## src/rtl/boot_map_pkg.sv

```systemverilog
`timescale 1ns/1ps
package boot_map_pkg;

   typedef enum logic [1:0] {
      SZ_BYTE = 2'd0,
      SZ_WORD = 2'd1,
      SZ_LONG = 2'd2
   } acc_size_e;

   typedef enum logic [3:0] {
      RG_NONE,
      RG_ROM,
      RG_RAM,
      RG_MAP,
      RG_VRAM,
      RG_GSTAT,
      RG_BSTAT0,
      RG_BSTAT1,
      RG_EXP,
      RG_OVLCTL
   } region_e;

   // All-ones in the lanes an access of this size occupies
   function automatic logic [31:0] lane_mask(input logic [1:0] sz);
      case (sz)
         SZ_BYTE: lane_mask = 32'h0000_00FF;
         SZ_WORD: lane_mask = 32'h0000_FFFF;
         default: lane_mask = 32'hFFFF_FFFF;
      endcase
   endfunction

   function automatic logic is_status(input region_e r);
      is_status = (r == RG_GSTAT) || (r == RG_BSTAT0) || (r == RG_BSTAT1);
   endfunction

endpackage

```

## src/rtl/bmd_region.sv

```systemverilog
`timescale 1ns/1ps
module bmd_region
   import boot_map_pkg::*;
#(
   parameter int unsigned ADDR_W    = 24,
   parameter int unsigned RAM_BYTES = 32'h0020_0000
) (
   input  logic [ADDR_W-1:0] eff_addr,
   output region_e           region
);
   localparam logic [31:0] RAM_LIMIT = 32'(RAM_BYTES);

   logic [31:0] addr_wide;
   assign addr_wide = 32'(eff_addr);

   // Priority: ROM window, RAM size, I/O zone A, I/O zone B
   always_comb begin
      region = RG_NONE;
      if (eff_addr[23:22] == 2'b10) begin
         region = RG_ROM;
      end else if (addr_wide < RAM_LIMIT) begin
         region = RG_RAM;
      end else if (eff_addr[23:22] == 2'b01) begin
         case (eff_addr[19:16])
            4'd0:    region = RG_MAP;
            4'd1:    region = RG_GSTAT;
            4'd2:    region = RG_VRAM;
            4'd3:    region = RG_BSTAT0;
            4'd4:    region = RG_BSTAT1;
            default: region = RG_NONE;
         endcase
      end else if (eff_addr[23:22] == 2'b11) begin
         if (!eff_addr[21])
            region = RG_EXP;
         else if (eff_addr[18:16] == 3'd4 && eff_addr[14:12] == 3'd3)
            region = RG_OVLCTL;
      end
   end
endmodule

```

## src/rtl/bmd_status_mux.sv

```systemverilog
`timescale 1ns/1ps
module bmd_status_mux
   import boot_map_pkg::*;
#(
   parameter int unsigned REG_W  = 16,
   parameter int unsigned DATA_W = 32
) (
   input  logic              clk,
   input  logic              rst_n,
   input  logic              rd_req,
   input  region_e           region,
   input  logic [1:0]        size,
   input  logic              odd_byte,
   input  logic [REG_W-1:0]  gen_val,
   input  logic [REG_W-1:0]  bs0_val,
   input  logic [REG_W-1:0]  bs1_val,
   output logic [DATA_W-1:0] rd_data
);
   localparam int unsigned HALF = REG_W / 2;

   if (DATA_W != 2 * REG_W) begin : g_bad_width
      $error("bmd_status_mux: DATA_W must be twice REG_W");
   end

   logic [REG_W-1:0] picked;
   logic             hit;

   always_comb begin
      hit = rd_req && is_status(region);
      case (region)
         RG_BSTAT0: picked = bs0_val;
         RG_BSTAT1: picked = bs1_val;
         default:   picked = gen_val;
      endcase
   end

   always_comb begin
      rd_data = lane_mask(size);
      if (hit) begin
         case (size)
            SZ_BYTE: rd_data = DATA_W'(odd_byte ? picked[HALF-1:0] : picked[REG_W-1:HALF]);
            SZ_WORD: rd_data = DATA_W'(picked);
            default: rd_data = {picked, picked};
         endcase
      end
   end

   // a long status read mirrors the register into both halves
   a_r6_long_mirror: assert property (@(posedge clk) disable iff (!rst_n)
      (rd_req && is_status(region) && size == SZ_LONG)
         |-> rd_data[DATA_W-1:REG_W] == rd_data[REG_W-1:0]);
endmodule

```

## src/rtl/bmd_overlay.sv

```systemverilog
`timescale 1ns/1ps
module bmd_overlay
   import boot_map_pkg::*;
(
   input  logic       clk,
   input  logic       rst_n,
   input  logic       ctl_wr,
   input  logic [1:0] size,
   input  logic       odd_byte,
   input  logic       wd_hi,
   input  logic       wd_lo,
   output logic       map_live
);
   logic take;
   logic nxt;

   always_comb begin
      take = ctl_wr && !(size == SZ_BYTE && odd_byte);
      nxt  = (size == SZ_BYTE) ? wd_lo : wd_hi;
   end

   always_ff @(posedge clk or negedge rst_n) begin
      if (!rst_n)
         map_live <= 1'b0;
      else if (take)
         map_live <= nxt;
   end

   // an odd byte write to the control location leaves the state alone
   a_r8_odd_byte_hold: assert property (@(posedge clk) disable iff (!rst_n)
      (ctl_wr && size == SZ_BYTE && odd_byte) |=> $stable(map_live));

   // a word or long write copies data bit 15
   a_r8_word_take: assert property (@(posedge clk) disable iff (!rst_n)
      (ctl_wr && size != SZ_BYTE) |=> map_live == $past(wd_hi));
endmodule

```

## src/rtl/boot_map_decoder.sv

```systemverilog
`timescale 1ns/1ps
module boot_map_decoder
   import boot_map_pkg::*;
#(
   parameter int unsigned RAM_BYTES  = 32'h0020_0000,
   parameter int unsigned MAP_BYTES  = 2048,
   parameter int unsigned VRAM_BYTES = 32768,
   parameter int unsigned EXP_SLOTS  = 8
) (
   input  logic                 clk,
   input  logic                 rst_n,
   input  logic                 acc_valid,
   input  logic                 acc_write,
   input  logic [1:0]           acc_size,
   input  logic [23:0]          acc_addr,
   input  logic [31:0]          acc_wdata,
   input  logic [15:0]          gen_status,
   input  logic [15:0]          bus_status0,
   input  logic [15:0]          bus_status1,
   output logic                 sel_rom,
   output logic                 sel_ram,
   output logic                 sel_map,
   output logic                 sel_vram,
   output logic                 sel_stat,
   output logic [EXP_SLOTS-1:0] sel_exp,
   output logic [23:0]          dev_offset,
   output logic [31:0]          rd_data,
   output logic                 handled,
   output logic                 unhandled,
   output logic                 map_live
);
   localparam int unsigned ADDR_W    = 24;
   localparam int unsigned EXP_IDX_W = $clog2(EXP_SLOTS);
   localparam int unsigned EXP_LSB   = 18;
   localparam logic [ADDR_W-1:0] MAP_MASK  = ADDR_W'(MAP_BYTES - 1);
   localparam logic [ADDR_W-1:0] VRAM_MASK = ADDR_W'(VRAM_BYTES - 1);
   localparam logic [ADDR_W-1:0] ROM_MASK  = 24'h3F_FFFF;
   localparam logic [ADDR_W-1:0] EXP_MASK  = ADDR_W'((1 << EXP_LSB) - 1);

   if (RAM_BYTES > 32'h0040_0000) begin : g_bad_ram
      $error("boot_map_decoder: RAM_BYTES must not exceed 4 MiB");
   end
   if (MAP_BYTES == 0 || MAP_BYTES > 65536 || (MAP_BYTES & (MAP_BYTES - 1)) != 0) begin : g_bad_map
      $error("boot_map_decoder: MAP_BYTES must be a power of two up to 64 KiB");
   end
   if (VRAM_BYTES == 0 || VRAM_BYTES > 65536 || (VRAM_BYTES & (VRAM_BYTES - 1)) != 0) begin : g_bad_vram
      $error("boot_map_decoder: VRAM_BYTES must be a power of two up to 64 KiB");
   end
   if (EXP_SLOTS != 8) begin : g_bad_exp
      $error("boot_map_decoder: EXP_SLOTS must be 8 (address bits 20:18)");
   end

   logic [ADDR_W-1:0] eff_addr;
   region_e           region;
   logic              ctl_wr;
   logic              wdata_unused;

   // Boot overlay: force bit 23 until software releases it
   assign eff_addr = map_live ? acc_addr : {1'b1, acc_addr[22:0]};

   bmd_region #(
      .ADDR_W    (ADDR_W),
      .RAM_BYTES (RAM_BYTES)
   ) u_region (
      .eff_addr (eff_addr),
      .region   (region)
   );

   assign ctl_wr = acc_valid && acc_write && (region == RG_OVLCTL);
   assign wdata_unused = ^{acc_wdata[31:16], acc_wdata[14:8], acc_wdata[6:0]};

   bmd_overlay u_overlay (
      .clk      (clk),
      .rst_n    (rst_n),
      .ctl_wr   (ctl_wr),
      .size     (acc_size),
      .odd_byte (acc_addr[0]),
      .wd_hi    (acc_wdata[15]),
      .wd_lo    (acc_wdata[7]),
      .map_live (map_live)
   );

   bmd_status_mux #(
      .REG_W  (16),
      .DATA_W (32)
   ) u_stat (
      .clk      (clk),
      .rst_n    (rst_n),
      .rd_req   (acc_valid && !acc_write),
      .region   (region),
      .size     (acc_size),
      .odd_byte (eff_addr[0]),
      .gen_val  (gen_status),
      .bs0_val  (bus_status0),
      .bs1_val  (bus_status1),
      .rd_data  (rd_data)
   );

   always_comb begin
      sel_rom  = acc_valid && region == RG_ROM;
      sel_ram  = acc_valid && region == RG_RAM;
      sel_map  = acc_valid && region == RG_MAP;
      sel_vram = acc_valid && region == RG_VRAM;
      sel_stat = acc_valid && is_status(region);
      handled  = acc_valid && region != RG_NONE && !(region == RG_OVLCTL && !acc_write);
   end

   for (genvar s = 0; s < EXP_SLOTS; s++) begin : g_exp
      assign sel_exp[s] = acc_valid && region == RG_EXP &&
                          eff_addr[EXP_LSB +: EXP_IDX_W] == EXP_IDX_W'(s);
   end

   always_comb begin
      case (region)
         RG_ROM:  dev_offset = eff_addr & ROM_MASK;
         RG_MAP:  dev_offset = eff_addr & MAP_MASK;
         RG_VRAM: dev_offset = eff_addr & VRAM_MASK;
         RG_EXP:  dev_offset = eff_addr & EXP_MASK;
         default: dev_offset = eff_addr;
      endcase
   end

   always_ff @(posedge clk or negedge rst_n) begin
      if (!rst_n)
         unhandled <= 1'b0;
      else
         unhandled <= acc_valid && !handled;
   end

   // at most one resource selected
   a_r4_one_select: assert property (@(posedge clk) disable iff (!rst_n)
      $onehot0({sel_rom, sel_ram, sel_map, sel_vram, sel_stat, |sel_exp}));

   // quiet when idle
   a_r12_idle_quiet: assert property (@(posedge clk) disable iff (!rst_n)
      !acc_valid |-> !(sel_rom || sel_ram || sel_map || sel_vram || sel_stat || |sel_exp || handled));

   // no RAM or zone-A resource is reachable under the overlay
   a_r1_overlay_forces: assert property (@(posedge clk) disable iff (!rst_n)
      (acc_valid && !map_live) |-> !(sel_ram || sel_map || sel_vram || sel_stat));

   // the flag follows the previous access
   a_r10_flag_set: assert property (@(posedge clk) disable iff (!rst_n)
      (acc_valid && !handled) |=> unhandled);
   a_r10_flag_clear: assert property (@(posedge clk) disable iff (!rst_n)
      (!acc_valid || handled) |=> !unhandled);

   // writes elsewhere than the control location leave the overlay alone
   a_r7_no_side_effect: assert property (@(posedge clk) disable iff (!rst_n)
      !ctl_wr |=> $stable(map_live));
endmodule

```

## config.mk

```make
export PLATFORM = sky130hd
export DESIGN_NAME = boot_map_decoder
export DESIGN_NICKNAME = d
export VERILOG_FILES = /design/src/rtl/boot_map_pkg.sv /design/src/rtl/bmd_region.sv /design/src/rtl/bmd_status_mux.sv /design/src/rtl/bmd_overlay.sv /design/src/rtl/boot_map_decoder.sv
export SDC_FILE = /design/constraint.sdc
export NUM_CORES = 1
export LEC_CHECK = 0
export ABC_AREA = 1
export BUFFER_PORTS_ARGS = -buffer_cell sky130_fd_sc_hd__buf_2
export CAP_MARGIN = 25
export CORE_UTILIZATION = 25
export DETAILED_ROUTE_END_ITERATION = 8
export PLACE_DENSITY = 0.61
export SLEW_MARGIN = 10
export SYNTH_ARGS = -nofsm -noshare
export SYNTH_HDL_FRONTEND = slang
export SYNTH_HIERARCHICAL = 1
export SYNTH_SLANG_ARGS = --single-unit
```

## constraint.sdc

```tcl
create_clock -name clk -period 4.2 [get_ports clk]
set_input_delay 0.63 -clock clk [delete_from_list [all_inputs] [get_ports clk]]
set_output_delay 0.63 -clock clk [all_outputs]
set_load 0.02 [all_outputs]
```

==> impl_metrics.csv <==
group,metric,value,unit
sta,fin_ws,0.703,ns
route,via_per_inst,4.63,
pwr,p_per_area,142,nW/um2
min_path,hold_class,"primary input to asynchronous set/reset pin",
sta,setup_viol,0,
logic_synthesis,synth.distinct_cells,27,
clock_tree,hold_buffers,0,
pwr,vdd_drop_max,191,uV
route,wire_per_inst,11.5,um
worst_setup_path,r2r-start,"u_overlay/map_live$_DFFE_PN0P_",
logic_synthesis,yosysSeqAreaShare,3.03,%
sta,period_share,83.3,%
final_layout,area_delta_synth_final,39.9,%
clock_tree,htreeDepth,1,
pwr,sw_frac_of_total,50.1,%
pwr,clkPwrFrac,22.5,%
logic_synthesis,ys_seq_elements,2,
sta,tns,0,ns
route,wl,6.02,mm
pwr,power_switching,0.165,mW
sta,hold_viol,0,
floorplanning,io_pins,182,
status,status,"finished, final reports clean",
final_layout,layout_commonest_cell,"buf_2",
grt,antenna_found_initial,0,
pwr,total_leakage_power,1.39,nW
pwr,p_seq_share,7.4,%
grt,grt_usage,16.4,%
final_layout,layout_common_cells,"buf_2 (131), nand2_1 (97), nand3_1 (45)",
final_layout,drive_above_1_share,37.9,%
grt,grt_pass1_vias,2223,
logic_synthesis,syn_area,1650,um2
placement,gp_congestion,0.830,
floorplanning,die_y,83.3,um
pwr,internal_power,0.164,mW
logic_synthesis,syn_inst,331,
floorplanning,core,6390,um2
grt,grt_max_degree,19,
grt,grt_pass1_wl,9.82,mm
sta,max-slew-margin-rel,57.5,%
floorplanning,fp.dieW,83.3,um
sta,period_needed,3.50,ns
pwr,pwr-share-comb,70.1,%
route,dr.pass1.iters,4,
placement,io_buffers,131,
run,drv_cap,0,
sta,tightestPinTransition,0.637,ns
clock_tree,cts_resized,0,
final_layout,fin_nets,560,
sta,timing.fmax,286,MHz
placement,detailedPlacementHpwl,4.78,mm
route,drc,0,
logic_synthesis,yosys_warnings,6,
worst_setup_path,crit_required,3.57,ns
worst_setup_path,path_class,"primary input to primary output",
clock_tree,cts_sinks,2,
clock_tree,clk_path_buf_depth,2,
logic_synthesis,synth_fp_nets,441,
sta,fin_worst_skew,0.000126,ns
clock_tree,clk_latency,0.21,ns
clock_tree,cts.clk_slew.worst_paths,0.03,ns
worst_setup_path,startpoint,"acc_addr[23]",
final_layout,fin_cells,525,
worst_setup_path,endpoint_kind,"primary output",
final_layout,antenna_cells,0,
route,drt_iter0_drc,84,
clock_tree,cts-buffers-inserted,3,
clock_tree,post_cts_buffers,0,
clock_tree,cts_root_buf,"clkbuf_8",
clock_tree,cts_tree,"yes",
floorplanning,die_area,6950,um2
route,ant_nets,0,
floorplanning,rows,29,
placement,place_ws,0.640,ns
worst_setup_path,crit_path_start_kind,"primary input",
route,dr_total_vias,2429,
grt,grt_overflow,0,
worst_setup_path,cp_max_fo,16,
sta,rsz0062_at_grt,"false",
sta,finalMaxSlewViolations,0,
logic_synthesis,postSynthAreaPerCell,5.00,um2
worst_setup_path,worst_ep_arrival_time,2.87,ns
floorplanning,start_util,25.9,%
placement,placed_cells,522,
## layout make-up
type                    count  area [um2]
fillers                   724        4070
well taps                  77        96.3
inverters                  52         195
flip-flops and latches      2        50.0
repair buffers            136         701
multi-input cells         255        1230
clock buffers               3        41.3
## synth_stat cells
library cell   n  area (um2)
nand2_1       97         364
buf_4         12        90.1
o21ai_0        3        15.0
a21oi_1       33         165
nor2_1        35         131
nand2_4        1        11.3
a21boi_1       1        7.51
inv_2          9        33.8
clkbuf_1       1        3.75
buf_8          2        30.0
nand3_2        5        50.1
a21oi_2        1        8.76
inv_1         43         161
buf_6          3        33.8
or2_1          7        43.8
nor3_1         2        10.0
and3_1         1        6.26
buf_2          4        20.0
dfrtp_1        2        50.1
nor3_2         1        10.0
nor2_8         1        20.0
nor2_4         5        56.3
nor4_1         2        12.5
nand4_1        7        43.8
nand2_2        2        12.5
nor2_2         6        37.5
nand3_1       45         225
## flip-flops by register name, indices dropped and copies added (netlist names)
signal and count:
unhandled 1, u_overlay/map_live 1
## power groups by stage
stage          Sequential, mW  Combinational, mW  Clock, mW
3_5_place_dp           0.0246              0.231          0
2_1_floorplan          0.0281              0.158          0
5_1_grt                0.0248              0.257     0.0770
3_3_place_gp           0.0246              0.229          0
6_report               0.0243              0.231     0.0742
4_1_cts                0.0245              0.232     0.0767
## per-layer routing
metal / vias to the layer above / GRT usage (%) / part of all wire (%)
met4: 0 / 1.72 / 0.066
met1: 1064 / 21.1 / 45
met2: 91 / 29.9 / 49
met3: 2 / 2.19 / 6.6
met5: - / 0 / 0
li1: 1272 / - / -
## worst paths after layout
path,end,slack (ns),depth (start not counted)
worst max-delay path,rd_data[0],0.70,13
worst min-delay path,unhandled$_DFF_PN0_,0.20,1
worst max register to register,u_overlay/map_live$_DFFE_PN0P_,1.80,15
worst min register to register,u_overlay/map_live$_DFFE_PN0P_,0.52,2
max in group asynchronous,u_overlay/map_live$_DFFE_PN0P_,3.90,1
min in group clk,u_overlay/map_live$_DFFE_PN0P_,0.52,2
## metrics by stage
step           total power, mW  utilization (%)  hold WS, ns  cell area, um2
2_1_floorplan            0.186                -        0.334            1650
3_3_place_gp             0.254             35.4        0.415            2260
3_5_place_dp             0.256             35.6        0.417            2270
4_1_cts                  0.334             36.2        0.197            2310
5_1_grt                  0.359             36.2        0.203            2310
6_report                 0.329             36.2        0.202            2310
## critical path, cell delays in order
cell     delay [ns]
buf_2          0.10
nor2_1         0.22
inv_1          0.13
nor2_2         0.16
nand2_1        0.07
nand2_1        0.28
nand3_2        0.39
buf_4          0.32
a21oi_1        0.12
nand2_1        0.08
nand3_1        0.10
nand3_1        0.08
buf_2          0.19
## kinds of logic (layout without fill, tap and decap cells)
group           Yosys count  in the layout  share of synthesized area (%)
compound gates           38             38                           11.9
buf+inv                  74            191                           22.5
flops                     2              2                           3.03
simple gates            217            217                           62.6
Note: power is estimated with default switching activity, not from simulation.
